$ cat config.mk
export PLATFORM = sky130hd
export DESIGN_NAME = pse_detect_regs
export DESIGN_NICKNAME = d
export VERILOG_FILES = /design/src/rtl/pse_ctl_pkg.sv /design/src/rtl/pse_bus_ptr.sv /design/src/rtl/pse_ctl_regs.sv /design/src/rtl/pse_port_seq.sv /design/src/rtl/pse_detect_regs.sv
export SDC_FILE = /design/constraint.sdc
export NUM_CORES = 1
export LEC_CHECK = 0
export BUFFER_PORTS_ARGS = -buffer_cell sky130_fd_sc_hd__buf_2
export CAP_MARGIN = 20
export CORE_ASPECT_RATIO = 0.6
export CORE_MARGIN = 5
export CORE_UTILIZATION = 36
export CTS_CLUSTER_SIZE = 10
export DETAILED_ROUTE_END_ITERATION = 7
export PLACE_DENSITY = 0.54
export SETUP_SLACK_MARGIN = 0.02
export SLEW_MARGIN = 20
export SYNTH_ARGS = -nofsm -noshare
export SYNTH_HDL_FRONTEND = slang
export SYNTH_SLANG_ARGS = --single-unit
$ cat constraint.sdc
create_clock -name clk -period 2.65 [get_ports clk]
set_input_delay 0.265 -clock clk [delete_from_list [all_inputs] [get_ports clk]]
set_output_delay 0.265 -clock clk [all_outputs]
set_load 0.005 [all_outputs]
$ cat src/rtl/pse_ctl_pkg.sv
package pse_ctl_pkg;
  typedef enum logic [1:0] {
    MODE_SHDN   = 2'b00,
    MODE_MANUAL = 2'b01,
    MODE_SEMI   = 2'b10,
    MODE_AUTO   = 2'b11
  } op_mode_e;

  typedef enum logic [1:0] {
    PS_IDLE = 2'b00,
    PS_DET  = 2'b01,
    PS_CLQ  = 2'b10,
    PS_CLS  = 2'b11
  } port_st_e;
endpackage

$ cat src/rtl/pse_bus_ptr.sv
module pse_bus_ptr #(
  parameter int ADDR_W = 8,
  parameter int DW = 8,
  parameter logic [ADDR_W-1:0] BASE_ADDR = 8'h14
) (
  input  logic              clk,
  input  logic              rst_n,
  input  logic              ptr_ld,
  input  logic [ADDR_W-1:0] ptr_in,
  input  logic              wr_en,
  input  logic              rd_en,
  input  logic [DW-1:0]     en_q,
  input  logic [DW-1:0]     cad_q,
  output logic              en_we,
  output logic              cad_we,
  output logic [DW-1:0]     rd_data
);
  localparam logic [ADDR_W-1:0] EN_A  = BASE_ADDR;
  localparam logic [ADDR_W-1:0] CAD_A = BASE_ADDR + ADDR_W'(1);
  localparam logic [ADDR_W-1:0] RSV_A = BASE_ADDR + ADDR_W'(2);

  logic [ADDR_W-1:0] ptr_q;
  logic              bus_acc;

  function automatic logic [ADDR_W-1:0] ptr_step(input logic [ADDR_W-1:0] cur,
                                                 input logic ld,
                                                 input logic [ADDR_W-1:0] ldv,
                                                 input logic acc);
    if (ld) return ldv;
    if (acc) return cur + ADDR_W'(1);
    return cur;
  endfunction

  function automatic logic [DW-1:0] read_mux(input logic [ADDR_W-1:0] a,
                                             input logic [DW-1:0] en,
                                             input logic [DW-1:0] cad);
    if (a == EN_A) return en;
    if (a == CAD_A) return cad;
    return '0;
  endfunction

  assign bus_acc = wr_en | rd_en;
  assign en_we   = wr_en & ~ptr_ld & (ptr_q == EN_A);
  assign cad_we  = wr_en & ~ptr_ld & (ptr_q == CAD_A);
  assign rd_data = read_mux(ptr_q, en_q, cad_q);

  always_ff @(posedge clk) begin
    if (!rst_n) ptr_q <= EN_A;
    else        ptr_q <= ptr_step(ptr_q, ptr_ld, ptr_in, bus_acc);
  end

  a_r3_reserved_reads_zero: assert property (@(posedge clk) disable iff (!rst_n)
    (ptr_q == RSV_A) |-> (rd_data == '0));

  a_r3_autoinc: assert property (@(posedge clk) disable iff (!rst_n)
    (bus_acc && !ptr_ld) |=> (ptr_q == ADDR_W'($past(ptr_q) + ADDR_W'(1))));
endmodule

$ cat src/rtl/pse_ctl_regs.sv
module pse_ctl_regs
  import pse_ctl_pkg::*;
#(
  parameter int N_PORTS = 4,
  localparam int DW = 2 * N_PORTS
) (
  input  logic              clk,
  input  logic              rst_n,
  input  logic              auto_strap,
  input  logic              mid_strap,
  input  op_mode_e          mode,
  input  logic              en_we,
  input  logic              cad_we,
  input  logic [DW-1:0]     wd,
  input  logic [N_PORTS-1:0] det_clr,
  input  logic [N_PORTS-1:0] cls_clr,
  output logic [DW-1:0]     en_q,
  output logic [DW-1:0]     cad_q
);
  logic [DW-1:0] clr;
  assign clr = {cls_clr, det_clr};

  function automatic logic [DW-1:0] en_merge(input logic [DW-1:0] cur,
                                             input logic [DW-1:0] d,
                                             input logic we,
                                             input op_mode_e m,
                                             input logic [DW-1:0] c);
    logic [DW-1:0] v;
    v = cur;
    if (we && m != MODE_SHDN) v = (m == MODE_MANUAL) ? (cur | d) : d;
    return v & ~c;
  endfunction

  function automatic logic [DW-1:0] cad_mask(input logic [DW-1:0] d);
    return {{N_PORTS{1'b0}}, d[N_PORTS-1:0]};
  endfunction

  always_ff @(posedge clk) begin
    if (!rst_n) begin
      en_q  <= {DW{auto_strap}};
      cad_q <= cad_mask({DW{mid_strap}});
    end else begin
      en_q <= en_merge(en_q, wd, en_we, mode, clr);
      if (cad_we) cad_q <= cad_mask(wd);
    end
  end

  a_r6_clear_follows_done: assert property (@(posedge clk) disable iff (!rst_n)
    (|clr) |=> ((en_q & $past(clr)) == '0));

  a_r8_shdn_hold: assert property (@(posedge clk) disable iff (!rst_n)
    (mode == MODE_SHDN && clr == '0) |=> $stable(en_q));

  a_r2_cad_high_zero: assert property (@(posedge clk) disable iff (!rst_n)
    cad_q[DW-1:N_PORTS] == '0);
endmodule

$ cat src/rtl/pse_port_seq.sv
module pse_port_seq
  import pse_ctl_pkg::*;
#(
  parameter int CAD_CYCLES = 500_000_000,
  localparam int CAD_W = $clog2(CAD_CYCLES + 1)
) (
  input  logic     clk,
  input  logic     rst_n,
  input  op_mode_e mode,
  input  logic     det_en,
  input  logic     cls_en,
  input  logic     cad_en,
  input  logic     det_done,
  input  logic     det_pass,
  input  logic     cls_done,
  output logic     det_start,
  output logic     cls_start,
  output logic     det_clr,
  output logic     cls_clr,
  output logic     backoff
);
  port_st_e        st_q;
  logic [CAD_W-1:0] cnt_q;
  logic            man_q;
  logic            manual, running, idle;
  logic            want_det, want_cls_man, cad_load;

  assign manual   = (mode == MODE_MANUAL);
  assign running  = (mode == MODE_AUTO) || (mode == MODE_SEMI);
  assign idle     = (st_q == PS_IDLE);
  assign backoff  = (cnt_q != '0);

  assign want_det     = idle && !backoff && det_en && (running || manual);
  assign want_cls_man = idle && manual && cls_en && !det_en;
  assign cad_load     = (st_q == PS_DET) && det_done && !det_pass && cad_en;

  assign det_start = want_det;
  assign cls_start = ((st_q == PS_CLQ) && mode != MODE_SHDN) || want_cls_man;
  assign det_clr   = (st_q == PS_DET) && det_done && man_q;
  assign cls_clr   = (st_q == PS_CLS) && cls_done && man_q;

  function automatic logic [CAD_W-1:0] cad_next(input logic [CAD_W-1:0] cur,
                                                input logic load);
    if (load) return CAD_W'(CAD_CYCLES);
    if (cur != '0) return cur - CAD_W'(1);
    return cur;
  endfunction

  always_ff @(posedge clk) begin
    if (!rst_n) begin
      st_q  <= PS_IDLE;
      man_q <= 1'b0;
      cnt_q <= '0;
    end else begin
      cnt_q <= cad_next(cnt_q, cad_load);
      unique case (st_q)
        PS_IDLE: begin
          if (want_det) begin
            st_q  <= PS_DET;
            man_q <= manual;
          end else if (want_cls_man) begin
            st_q  <= PS_CLS;
            man_q <= 1'b1;
          end
        end
        PS_DET: if (det_done)
          st_q <= (det_pass && cls_en && !man_q) ? PS_CLQ : PS_IDLE;
        PS_CLQ: st_q <= (mode == MODE_SHDN) ? PS_IDLE : PS_CLS;
        PS_CLS: if (cls_done) st_q <= PS_IDLE;
        default: st_q <= PS_IDLE;
      endcase
    end
  end

  a_r10_single_start: assert property (@(posedge clk) disable iff (!rst_n)
    (det_start || cls_start) |=> (!det_start && !cls_start));

  a_r10_not_both: assert property (@(posedge clk) disable iff (!rst_n)
    !(det_start && cls_start));

  a_r8_shdn_quiet: assert property (@(posedge clk) disable iff (!rst_n)
    (mode == MODE_SHDN) |-> (!det_start && !cls_start));

  a_r9_backoff_hold: assert property (@(posedge clk) disable iff (!rst_n)
    backoff |-> !det_start);
endmodule

$ cat src/rtl/pse_detect_regs.sv
module pse_detect_regs
  import pse_ctl_pkg::*;
#(
  parameter int N_PORTS = 4,
  parameter int ADDR_W = 8,
  parameter logic [ADDR_W-1:0] BASE_ADDR = 8'h14,
  parameter int CAD_CYCLES = 500_000_000,
  localparam int DW = 2 * N_PORTS
) (
  input  logic               clk,
  input  logic               rst_n,
  input  logic [1:0]         mode_i,
  input  logic               auto_strap,
  input  logic               midspan_strap,
  input  logic               ptr_ld,
  input  logic [ADDR_W-1:0]  ptr_addr,
  input  logic               wr_en,
  input  logic [DW-1:0]      wr_data,
  input  logic               rd_en,
  output logic [DW-1:0]      rd_data,
  output logic [N_PORTS-1:0] det_start,
  output logic [N_PORTS-1:0] cls_start,
  input  logic [N_PORTS-1:0] det_done,
  input  logic [N_PORTS-1:0] det_pass,
  input  logic [N_PORTS-1:0] cls_done
);
  op_mode_e          mode;
  logic              en_we, cad_we;
  logic [DW-1:0]     en_q, cad_q;
  logic [N_PORTS-1:0] det_clr, cls_clr, backoff;

  assign mode = op_mode_e'(mode_i);

  pse_bus_ptr #(.ADDR_W(ADDR_W), .DW(DW), .BASE_ADDR(BASE_ADDR)) u_bus (
    .clk(clk), .rst_n(rst_n), .ptr_ld(ptr_ld), .ptr_in(ptr_addr),
    .wr_en(wr_en), .rd_en(rd_en), .en_q(en_q), .cad_q(cad_q),
    .en_we(en_we), .cad_we(cad_we), .rd_data(rd_data)
  );

  pse_ctl_regs #(.N_PORTS(N_PORTS)) u_regs (
    .clk(clk), .rst_n(rst_n), .auto_strap(auto_strap), .mid_strap(midspan_strap),
    .mode(mode), .en_we(en_we), .cad_we(cad_we), .wd(wr_data),
    .det_clr(det_clr), .cls_clr(cls_clr), .en_q(en_q), .cad_q(cad_q)
  );

  for (genvar p = 0; p < N_PORTS; p++) begin : g_port
    pse_port_seq #(.CAD_CYCLES(CAD_CYCLES)) u_seq (
      .clk(clk), .rst_n(rst_n), .mode(mode),
      .det_en(en_q[p]), .cls_en(en_q[N_PORTS + p]), .cad_en(cad_q[p]),
      .det_done(det_done[p]), .det_pass(det_pass[p]), .cls_done(cls_done[p]),
      .det_start(det_start[p]), .cls_start(cls_start[p]),
      .det_clr(det_clr[p]), .cls_clr(cls_clr[p]), .backoff(backoff[p])
    );
  end

  a_r4_no_start_while_backoff: assert property (@(posedge clk) disable iff (!rst_n)
    (det_start & backoff) == '0);
endmodule

======== Word-level counts from Yosys, hierarchy flattened ========
Cells that the tools add are included.
W data, S select, Z words.
cells by class
  add/subtract/negate cells ............... 5
  eq/ne operators ......................... 30
  mux-type cells .......................... 91
  bitwise gates (word level) .............. 8
  reductions and logical operators ........ 110
operators by type and width
  operator                 count
  $mux W29                 16
  $reduce_bool A29 Y1      4
  $sub A29 B1 Y29 const B  4
  $mux W8                  12
  $logic_and A1 B1 Y1      61
  $mux W2                  21
  $mux W1                  36
  $pmux W2 S4              4
  $eq A2 B2 Y1 const B     10
  $reduce_bool A2 Y1       10
  $eq A8 B5 Y1 const B     2
  $logic_not A1 Y1         16
  $ne A2 B2 Y1 const B     8
  $ne A3 B2 Y1 const B     4
  $reduce_and A3 Y1        4
  $eq A2 B1 Y1 const B     5
  $logic_not A2 Y1         5
  $add A8 B1 Y8 const B    1
  $and A8 B8 Y8            1
  $mux W4                  2
  $not A8 Y8               1
  $or A8 B8 Y8             1
  $reduce_and A2 Y1        4
  $logic_or A1 B1 Y1       6
  other kinds (4)          6
storage, ports and cells
  register bits ........................... 148
  input port bits ......................... 37
  output and inout bits ................... 16
  word-level logic and storage cells ...... 259

======== Longest topological paths before layout ========
Gate-level depths: netlist (run 1).
  depth after elaboration ................. 10
  depth in mapped cells ................... 8
  depth with buffers taken out ............ 7

======== Hierarchy ========
Synthesis (run 1) repeated with hierarchy kept, for this count alone.
unflattened totals
  cell total of the unflattened synthesis .. 969
  area total of the unflattened synthesis .. 8,265.4 µm²
modules (own cells, without submodules)
  module                               times used  cells each  area an instance (µm²)  sequential area each (µm²)
  pse_port_seq at g_port[0].u_seq ...  2           204         1,740.4                 640.6
  pse_port_seq at g_port[3].u_seq      1           204         1,732.9                 640.6
  pse_port_seq at g_port[2].u_seq      1           200         1,726.7                 640.6
  pse_bus_ptr                          1           85          690.7                   160.2
  pse_ctl_regs                         1           72          634.4                   280.3

======== Worst setup path after synthesis (run 1) ========
Ideal clock, no wire load.
  path kind ............................... register to register
  from .................................... register g_port[1].u_seq.cnt_q[14]
  to ...................................... register g_port[1].u_seq.cnt_q[26]
  setup time .............................. 0.120 ns
  arrival time ............................ 2.375 ns
  data required time ...................... 2.530 ns
  path slack .............................. 0.155 ns
  stages on the path, launching flop included .. 8
  path buffers ............................ 2
  period minus slack after synthesis ...... 2.495 ns
  path through ............................ dfxtp_1 > or4_1 > buf_2 > or4_1 > buf_2 > or3_4 > o21a_1 > o31a_1
on the way
  cells in the longest elaborated chain, start to end .. 5
  elaborated cells on any way between the ends .. 9
  classes of those cells .................. add/sub (1); mux (6); reduce/logical (2)
RTL lines
  what                                                                     RTL line            source
  start: declaration                                                       pse_port_seq.sv:23  logic [CAD_W-1:0] cnt_q;
  start signal: assignment                                                 pse_port_seq.sv:55  cnt_q <= cad_next(cnt_q, cad_load);
  parallel branches: the longest is 5 deep, another holds $sub A29 B1 Y29  -
Parallel ways; which one is timed is not known. The select of a mux whose other input is x is not followed.
A chain may end at the register's enable or synchronous reset.

======== Final worst setup path (run 1) ========
  from .................................... register g_port[0].u_seq.cnt_q[14]
  to ...................................... output det_start[0]
on the way
  cells in the longest elaborated chain, start to end .. 5
RTL lines
  what                              RTL line               source
  start: declaration                pse_port_seq.sv:23
  start signal: assignment          pse_port_seq.sv:55
  $reduce_bool A29 Y1               pse_port_seq.sv:31     assign backoff = (cnt_q != '0);
  $logic_not A1 Y1                  pse_port_seq.sv:33     assign want_det = idle && !backoff && det_en && (running || manual);
  $logic_and A1 B1 Y1 (3 in a row)  pse_port_seq.sv:33
  end: declaration                  pse_detect_regs.sv:21  output logic [N_PORTS-1:0] det_start,
Every way passes these cells.

==> results.toml, run 1 <==
[detailed_routing]
post_drt_via_cell_ratio = 5.678
routedWlPerCell_um = 17.46
number_of_detailed_route_iterations_in_the_first_pass = 5
drt_wl_total_um = 23310
detail_route.drc_violations = 0
antenna_violating_nets_post_route = 0
detailedRoute.firstIterationViolations = 611
routed-via-count = 7580

[floorplanning]
die_y_um = 124.4
pin_count = 53
dieWidth_um = 200.7
num_rows = 41
initial_standard_cell_utilization_of_the_core_pct = 36.98
die_area_mm2 = 0.02497
fp.coreArea_mm2 = 0.02124

[timing]
fmax_ghz = 0.3899
total_count_of_hold_check_failures_in_the_final_report = 0
setup_viol = 0
final_min_period_over_clock_period_pct = 96.77
rsz0062_at_grt = "no"
fin_setup_tns_ns = 0
max_slew_margin_pct = 57.06
period_needed_ns = 2.565
finalMaxSlewViolations = 0
finClkSkew_ns = 0.01076
tightestPinTransition_ns = 0.6374

[placement]
gp_congestion = 0.8804
placed_cell_area_mm2 = 0.008691
numPortBuffers = 52
place.detailed.hpwl_um = 17320

[power]
power.leakage_uw = 0.003614
switching_power_uw = 6382
power-per-cell-area_mw_per_mm2 = 1522
peakVddDrop_v = 0.0006337
power.sequential.fraction_pct = 26.7
clock_share_of_power_pct = 17.1
power.combinational.fraction_pct = 56.2
switch_share_pct = 44.58
p_int_uw = 7935

[worst_setup_path]
cp-startpoint = "g_port[0].u_seq.cnt_q[14]$_SDFFE_PN0P_"
maximum_fanout_encountered_on_the_critical_timing_path = 7
cp_data_required_time_ns = 2.38
crit-reg2reg-launch = "g_port[2].u_seq.cnt_q[12]$_SDFFE_PN0P_"
timing.setup.critical_path_class = "register to output pin"
arrival_ns = 2.30
cp_endpoint_kind = "output pin"
timing.critical_path.from_type = "register"

[layout]
layout.filler_cells = 2123
multi_input_comb_area_mm2 = 0.004642
layout.nets = 1089
synthToLayoutAreaGrowth_pct = 19.74
layout_common_cells = "144 x dfxtp_1, 86 x nor2_1, 82 x a21oi_1"
finalInstanceArea_mm2 = 0.009404
final_layout_size_suffix_gt1_share_pct = 17.05
register_area_mm2 = 0.003003
antenna_cells = 0
layout_commonest_cell = "dfxtp_1"

[synthesis]
yosys_most_used_dff = "dfxtp_1"
netlist_area_mm2 = 0.007854
synth_cell_types = 64
ys_async_sr_fraction_pct = 0
synth_edf_count = 4
syn_inst = 962
syn-mean-instance-area_um2 = 8.164
synth-warning-count = 0
ys_seq_elements = 148
syn-num-nets = 1006
seq_area_frac_synth_pct = 38.23

[clock_tree]
clkSlewWorstSetupHoldPaths_ns = 0.06
clock_tree.htree_level_count = 4
ctsHoldBuffers = 0
clk-insertion-delay-late_ns = 0.43
clock-root-buffer = "clkbuf_16"
max-clock-path-buffers = 2
tritoncts = "done"
cts_inserted_buffers = 17
clock-sinks = 148

[global_routing]
global_route.usage.total_pct = 18.20
via_count_of_the_first_global_routing_pass = 6616
largest_net_degree_at_the_start_of_global_routing = 22
grt_first_pass_wirelength_um = 37030
globalRouteOverflowTotal = 0
antenna_violations_before_repair = 5

[hold_path]
hold_class = "input port to register"
hold_path.startpoint = "ptr_addr[2]"

[job]
maxCapViolations = 0

[outcome]
status = "finished clean"
per-layer routing:
layer,track usage [%],routed length (um)
met5,0,56
met4,3.558,206
met3,4.918,1636
met2,22.50,8507
met1,30.17,12910
worst max-delay path, stage by stage (launching register included):
cell     delay (ns)
dfxtp_1        0.37
or4_4          0.56
nor3_2         0.24
nand3_2        0.18
nor4_4         0.24
buf_4          0.17
buf_2          0.10
cells in the mapped netlist (11+ instances only):
cell type  number  share of area [%]
xnor2_1        29                3.2
nand2_1        81                3.9
nor3_1         35                2.2
a21oi_1        82                5.2
nor4_1         30                2.4
or4_1          45                4.3
o31ai_1        19                1.8
nor2_1         86                4.1
a31oi_1        22                1.8
clkbuf_1       39                1.9
xor2_1         19                2.1
nand4_1        19                1.5
nand2b_1       11               0.88
dfxtp_1       144                 37
or3_1          34                2.7
o21ai_0        45                2.9
inv_1          20               0.96
nand3_1        15               0.96
cells by family after synthesis:
logic type | after synthesis | synth area share, %
simple gates | 425 | 29.63
compound gates | 255 | 21.05
flops | 148 | 38.23
buf+inv | 74 | 3.983
xor+xnor | 48 | 5.353
fa+ha+maj | 7 | 1.115
mux | 5 | 0.6373
per-stage QoR:
stage | std cells | hold slack [ns] | setup slack (ns) | utilization, % | power, uW
2_1_floorplan | 962 | 0.3930 | 0.1549 | - | 8467
3_5_place_dp | 1301 | 0.4644 | 0.1879 | 40.92 | 11400
6_report | 1335 | 0.06653 | 0.08549 | 44.28 | 14320
5_1_grt | 1335 | 0.06720 | 0.01072 | 44.28 | 15430
3_3_place_gp | 1301 | 0.4590 | 0.1898 | 40.92 | 11400
4_1_cts | 1332 | 0.04703 | 0.02792 | 43.93 | 14050
registers in the layout (all words and copies together) (netlist names):
register and flops:
g_port.u_seq.cnt_q 116, g_port.u_seq.st_q 8, u_bus.ptr_q 8, u_regs.en_q 8
g_port.u_seq.man_q 4, u_regs.cad_q 4
timing repair:
action | in CTS | in global routing
buffers inserted | 1 | 3
setup endpoints to repair | 3 | 9
hold endpoints to repair | 0 | 0
pin swaps | 1 | 5
resized for setup | 9 | 12
area by class of cell:
class,instances,area share [%]
sequential,148,31.93
multi-input combinational,740,49.36
timing repair buffer,118,8.036
tap,279,3.712
clock inverter,4,0.7451
inverter,20,0.7983
clock buffer,26,5.415
power by group through the flow:
stage | sequential (uW) | combinational [uW] | clock [uW]
floorplan | 3490 | 4980 | 0
global placement | 3800 | 7600 | 0
detailed placement | 3800 | 7600 | 0
CTS | 3780 | 7770 | 2490
global route | 3940 | 8900 | 2590
finish | 3820 | 8050 | 2440
path summary, 6_finish.rpt:
path                                           endpoint  slack [ns]  cells after the start
setup / recovery                           det_start[0]        0.09                      6
hold / removal              u_bus.ptr_q[2]$_SDFFE_PN1P_        0.07                      3
setup reg to reg  g_port[2].u_seq.cnt_q[0]$_SDFFE_PN0P_        0.19                      6
hold reg to reg   g_port[2].u_seq.cnt_q[7]$_SDFFE_PN0P_        0.48                      2
No activity file was read; power rests on OpenSTA's default activity.
==> run 2: changes to the inputs <==
--- a/config.mk
+++ b/config.mk
@@ -12,9 +12,10 @@
 export CORE_UTILIZATION = 36
 export CTS_CLUSTER_SIZE = 10
 export DETAILED_ROUTE_END_ITERATION = 7
-export PLACE_DENSITY = 0.54
+export PLACE_DENSITY = 0.52
 export SETUP_SLACK_MARGIN = 0.02
 export SLEW_MARGIN = 20
 export SYNTH_ARGS = -nofsm -noshare
 export SYNTH_HDL_FRONTEND = slang
 export SYNTH_SLANG_ARGS = --single-unit
+export TNS_END_PERCENT = 20
==> constraint.sdc (replaced) <==
create_clock -name clk -period 2.5 [get_ports clk]
set_input_delay 0.25 -clock clk [delete_from_list [all_inputs] [get_ports clk]]
set_output_delay 0.25 -clock clk [all_outputs]
set_load 0.005 [all_outputs]
==> run 2 against run 1 <==
  * Non-clock buffer count rose by 18
  * Combinational power grew 13%
  * Routed wire length increased by 2.5%
  * Count of clock-buffer cells in the layout shrank 7
  * Register-to-register slack worse by 0.08 ns
  * Critical path depth shrank 2
  * Critical endpoint is now det_start[2]
==> results.toml, run 2 (synthesis results as in run 1) <==
[placement]
gp_congestion = 0.8899
place.detailed.hpwl_um = 17590
placed_cell_area_mm2 = 0.008845
dp_worst_setup_slack_ns = 0.09759
numPortBuffers = 52

[layout]
largest_reg_by_ff_count = "g_port.u_seq.cnt_q"
layout.filler_cells = 2118
synthToLayoutAreaGrowth_pct = 23.50
layout_commonest_cell = "dfxtp_1"
antenna_cells = 0
layout.nets = 1107
finalInstanceArea_mm2 = 0.009699
layout_common_cells = "142 x dfxtp_1, 85 x nor2_1, 84 x buf_4"
final_layout_size_suffix_gt1_share_pct = 20.19
largest_reg_flops = 116

[power]
power.leakage_uw = 0.003753
finalPower_uw = 16100
peakVddDrop_v = 0.0008134
power-per-cell-area_mw_per_mm2 = 1660

[global_routing]
global_route.usage.total_pct = 18.90
antenna_violations_before_repair = 3
grt_first_pass_wirelength_um = 38360
globalRouteOverflowTotal = 0
via_count_of_the_first_global_routing_pass = 6891
largest_net_degree_at_the_start_of_global_routing = 29

[worst_setup_path]
cp_data_required_time_ns = 2.25
critPathBufInv = 1
cp_endpoint_kind = "output pin"
crit-reg2reg-launch = "g_port[0].u_seq.cnt_q[3]$_SDFFE_PN0P_"
path_common_cell = "or4_4"
cp-startpoint = "g_port[2].u_seq.cnt_q[13]$_SDFFE_PN0P_"
timing.setup.critical_path_class = "register to output pin"
cell_class_contributing_the_biggest_share_of_worst_path_delay = "simple AND/OR/NAND/NOR gates"
timing.critical_path.to = "det_start[2]"
critPathSlowestCell = "or4_4"
maximum_fanout_encountered_on_the_critical_timing_path = 5
ff2ff_setup_slack_ns = 0.11
worstPathCellList = "or4_4 -> or4_4 -> nor3_4 -> buf_2"
timing.critical_path.depth = 4
timing.critical_path.from_type = "register"
r2r_end = "g_port[0].u_seq.cnt_q[21]$_SDFFE_PN0P_"
arrival_ns = 2.20
critical-path-max-stage-delay_ns = 0.57
worst_r2r_path_depth = 5

[job]
maxCapViolations = 0

[clock_tree]
tritoncts = "done"
max-clock-path-buffers = 2
clock_tree.htree_level_count = 4
clock-sinks = 148
cts_inserted_buffers = 17
clock-root-buffer = "clkbuf_16"
clkSlewWorstSetupHoldPaths_ns = 0.06
clk-insertion-delay-late_ns = 0.43

[detailed_routing]
routed-via-count = 7660
number_of_detailed_route_iterations_in_the_first_pass = 5
routedWlPerCell_um = 17.65
detailedRoute.firstIterationViolations = 590
antenna_violating_nets_post_route = 0
detail_route.drc_violations = 0
post_drt_via_cell_ratio = 5.657
drt_wl_total_um = 23900

[timing]
rsz0062_at_grt = "yes"
fmax_ghz = 0.4088
period_needed_ns = 2.446
tightestPinTransition_ns = 0.5801
setup_viol = 0
finClkSkew_ns = 0.007541
finalMaxSlewViolations = 0
final_min_period_over_clock_period_pct = 97.84
fin_setup_tns_ns = 0
max_slew_margin_pct = 60.32
hold_slack_ns = 0.04855
total_count_of_hold_check_failures_in_the_final_report = 0
layout_setup_ws_ns = 0.05408

[floorplanning]
num_rows = 41
die_y_um = 124.4
pin_count = 53
dieWidth_um = 200.7
die_area_mm2 = 0.02497
fp.coreArea_mm2 = 0.02124
initial_standard_cell_utilization_of_the_core_pct = 36.98

[outcome]
status = "finished clean"

[hold_path]
hold_class = "input port to register"
[run 2: changes by cell type in the layout (fill, tap and decap cells not counted), sizes merged]
cell | before | now
buf | 118 | 136
bufinv | 2 | 5
clkbuf | 26 | 19
clkinv | 2 | 3
clkinvlp | 0 | 3
inv | 20 | 21
[run 2: per-layer routing]
metal	share of wire (%)	track usage, %	vias to the layer above	wire (um)
met5	0.12	0	-	28
met4	1.3	4.610	6	310
met3	6.3	5.126	28	1504
met2	37	23.44	189	8762
met1	56	30.90	3593	13300
li1	-	-	3844	-
[run 2: tightest hold or removal path: stages]
cell and delay [ns]:
buf_2 0.07, mux2i_1 0.06, nand2_1 0.06
[run 2: area by class of cell]
class / instances / area (um2) / area share (%)
multi-input combinational: 740 / 4706 / 48.52
sequential: 148 / 3005 / 30.99
timing repair buffer: 136 / 890.9 / 9.185
clock buffer: 19 / 475.5 / 4.902
tap: 279 / 349.1 / 3.599
clock inverter: 12 / 197.7 / 2.038
inverter: 20 / 75.07 / 0.7740
[run 2: report_power, final]
part | internal (uW) | switching, uW
sequential | 3160 | 869
clock | 1880 | 1070
combinational | 4000 | 5120
[run 2: how the worst min path moves through the flow]
| stage | start | endpoint | cells past startpoint |
|---|---|---|---|
| 2_1_floorplan | ptr_addr[2] | u_bus.ptr_q[2]$_SDFFE_PN1P_ | 2 |
| 6_report | ptr_addr[4] | u_bus.ptr_q[4]$_SDFFE_PN1P_ | 3 |
| 3_3_place_gp | g_port[0].u_seq.cnt_q[0]$_SDFFE_PN0P_ | g_port[0].u_seq.cnt_q[0]$_SDFFE_PN0P_ | 2 |
| 4_1_cts | ptr_addr[4] | u_bus.ptr_q[4]$_SDFFE_PN1P_ | 3 |
| 3_5_place_dp | g_port[0].u_seq.cnt_q[0]$_SDFFE_PN0P_ | g_port[0].u_seq.cnt_q[0]$_SDFFE_PN0P_ | 2 |
| 5_1_grt | ptr_addr[4] | u_bus.ptr_q[4]$_SDFFE_PN1P_ | 3 |
[run 2: per-stage QoR]
step | util (%) | std cells
finish | 45.67 | 1354
floorplan | - | 962
detailed placement | 41.65 | 1321
global placement | 41.65 | 1321
global route | 45.67 | 1354
CTS | 45.23 | 1354
[run 2: timing repair]
item                       CTS  global route
hold buffers                 0             0
gates resized for setup     15            24
pin swaps                    6             4
setup buffers                2             0
setup endpoints to repair    4            21
==> run 3: changes to the inputs <==
==> constraint.sdc (replaced) <==
create_clock -name clk -period 2.5 [get_ports clk]
set_input_delay 0.125 -clock clk [delete_from_list [all_inputs] [get_ports clk]]
set_output_delay 0.125 -clock clk [all_outputs]
set_load 0.005 [all_outputs]
==> run 3 against run 2 <==
  * Clock skew increased by 0.0059 ns
  * Critical path type is now register to register
  * Total power decreased by 1.1%
  * Core utilization increased by 0.29 points
  * Sequential share of layout area decreased by 0.21 points
  * Cell count increased by 0.96%
  * Worst hold slack got worse by 0.029 ns
  * Die area unchanged
  * Fmax decreased by 0.16%
  * Largest power group unchanged
==> results.toml, run 3 (synthesis results as in run 1) <==
[layout]
largest_reg_flops = 116
share_of_the_core_filled_with_cells_pct = 45.96
layout.nets = 1119
layout.filler_cells = 2138
largest_reg_by_ff_count = "g_port.u_seq.cnt_q"
layout_common_cells = "143 x dfxtp_1, 86 x nor2_1, 83 x buf_4"
finalInstanceArea_mm2 = 0.009761
layout_commonest_cell = "dfxtp_1"
antenna_cells = 0
synthToLayoutAreaGrowth_pct = 24.28
final_layout_size_suffix_gt1_share_pct = 19.30
fin_cells = 1367

[power]
power-per-cell-area_mw_per_mm2 = 1631
peakVddDrop_v = 0.0006568
finalPower_uw = 15910
power.leakage_uw = 0.003779

[timing]
total_count_of_hold_check_failures_in_the_final_report = 0
final_min_period_over_clock_period_pct = 98.00
setup_viol = 0
period_needed_ns = 2.450
rsz0062_at_grt = "yes"
fmax_ghz = 0.4082
finalMaxSlewViolations = 0
finClkSkew_ns = 0.01348
max_slew_margin_pct = 56.41
tightestPinTransition_ns = 0.6514

[clock_tree]
max-clock-path-buffers = 2
clock_tree.htree_level_count = 4
cts_inserted_buffers = 17
clock-root-buffer = "clkbuf_16"
clk-insertion-delay-late_ns = 0.44
clock-sinks = 148
tritoncts = "done"
clkSlewWorstSetupHoldPaths_ns = 0.07

[detailed_routing]
post_drt_via_cell_ratio = 5.631
routed-via-count = 7698
detail_route.drc_violations = 0
number_of_detailed_route_iterations_in_the_first_pass = 5
routedWlPerCell_um = 17.61
drt_wl_total_um = 24070
detailedRoute.firstIterationViolations = 781
antenna_violating_nets_post_route = 0

[placement]
dp_cells = 1316
numPortBuffers = 52
place.detailed.hpwl_um = 17300
gp_congestion = 0.8649
placed_cell_area_mm2 = 0.008807

[worst_setup_path]
arrival_ns = 2.81
cp_data_required_time_ns = 2.86
timing.setup.critical_path_class = "register to register"
maximum_fanout_encountered_on_the_critical_timing_path = 3
timing.critical_path.from_type = "register"
cp_endpoint_kind = "register"

[floorplanning]
die_area_mm2 = 0.02497
pin_count = 53
fp.coreArea_mm2 = 0.02124
dieWidth_um = 200.7
initial_standard_cell_utilization_of_the_core_pct = 36.98
die_y_um = 124.4
num_rows = 41

[job]
maxCapViolations = 0

[global_routing]
antenna_violations_before_repair = 1
largest_net_degree_at_the_start_of_global_routing = 27
grt_first_pass_wirelength_um = 38580
global_route.usage.total_pct = 19.02
via_count_of_the_first_global_routing_pass = 7034
globalRouteOverflowTotal = 0

[outcome]
status = "finished clean"

[hold_path]
hold_class = "input port to register"
run 3: area by class of cell:
| class | count | area [um2] | area share, % |
|---|---|---|---|
| Timing Repair Buffer | 148 | 1015 | 10.40 |
| Sequential cell | 148 | 3004 | 30.78 |
| Clock inverter | 13 | 167.7 | 1.718 |
| Multi-Input combinational cell | 740 | 4674 | 47.89 |
| Tap cell | 279 | 349.1 | 3.576 |
| Clock buffer | 19 | 475.5 | 4.871 |
| Inverter | 20 | 75.07 | 0.7691 |
run 3: timing repair:
item	CTS	global route
hold endpoints to repair	14	0
endpoints found under the setup margin	4	17
hold buffers	12	0
gates resized for setup	12	17
pin swaps	3	3
buffers inserted	1	6
run 3: critical path, stage by stage, from the launching register on:
cell and delay, ns:
dfxtp_1 0.31, or4_1 0.54, or4_4 0.51, or4_4 0.49, or3_1 0.37, a21oi_2 0.16
run 3: metrics by stage:
| step | hold WS [ns] | worst slack, ns | TNS (ns) |
|---|---|---|---|
| after floorplan | 0.2530 | 0.04340 | 0 |
| after global placement | 0.3521 | 0.09412 | 0 |
| after detailed placement | 0.3606 | 0.06967 | 0 |
| after CTS | 0.0007716 | -0.005797 | -0.005797 |
| after global routing | 0.01457 | -0.02220 | -0.02348 |
| final | 0.01985 | 0.05004 | 0 |
run 3: final timing paths:
kind	start	to	slack [ns]	cells past startpoint
worst max register to register	g_port[0].u_seq.cnt_q[3]$_SDFFE_PN0P_	g_port[0].u_seq.cnt_q[21]$_SDFFE_PN0P_	0.05	5
worst max-delay path	g_port[0].u_seq.cnt_q[3]$_SDFFE_PN0P_	g_port[0].u_seq.cnt_q[21]$_SDFFE_PN0P_	0.05	5
worst min-delay path	wr_data[6]	u_regs.en_q[6]$_DFF_P_	0.02	3
worst min register to register	g_port[0].u_seq.cnt_q[0]$_SDFFE_PN0P_	g_port[0].u_seq.cnt_q[0]$_SDFFE_PN0P_	0.46	2
run 3: where the power goes:
part | total (uW) | switching, uW | leakage [uW] | internal [uW]
clock network | 2820 | 1120 | 0.000307 | 1700
registers | 4010 | 854 | 0.00122 | 3150
logic | 9080 | 5130 | 0.00225 | 3960
total | 15900 | 7100 | 0.00378 | 8810
run 3: layer usage:
| metal | routed length (um) | share of wire, % | vias up | GRT usage [%] |
|---|---|---|---|---|
| li1 | - | - | 3877 | - |
| met1 | 13030 | 54 | 3544 | 30.12 |
| met2 | 8990 | 37 | 253 | 24.86 |
| met3 | 1815 | 7.5 | 22 | 5.204 |
| met4 | 224 | 0.93 | 2 | 4.408 |
| met5 | 7 | 0.029 | - | 0 |
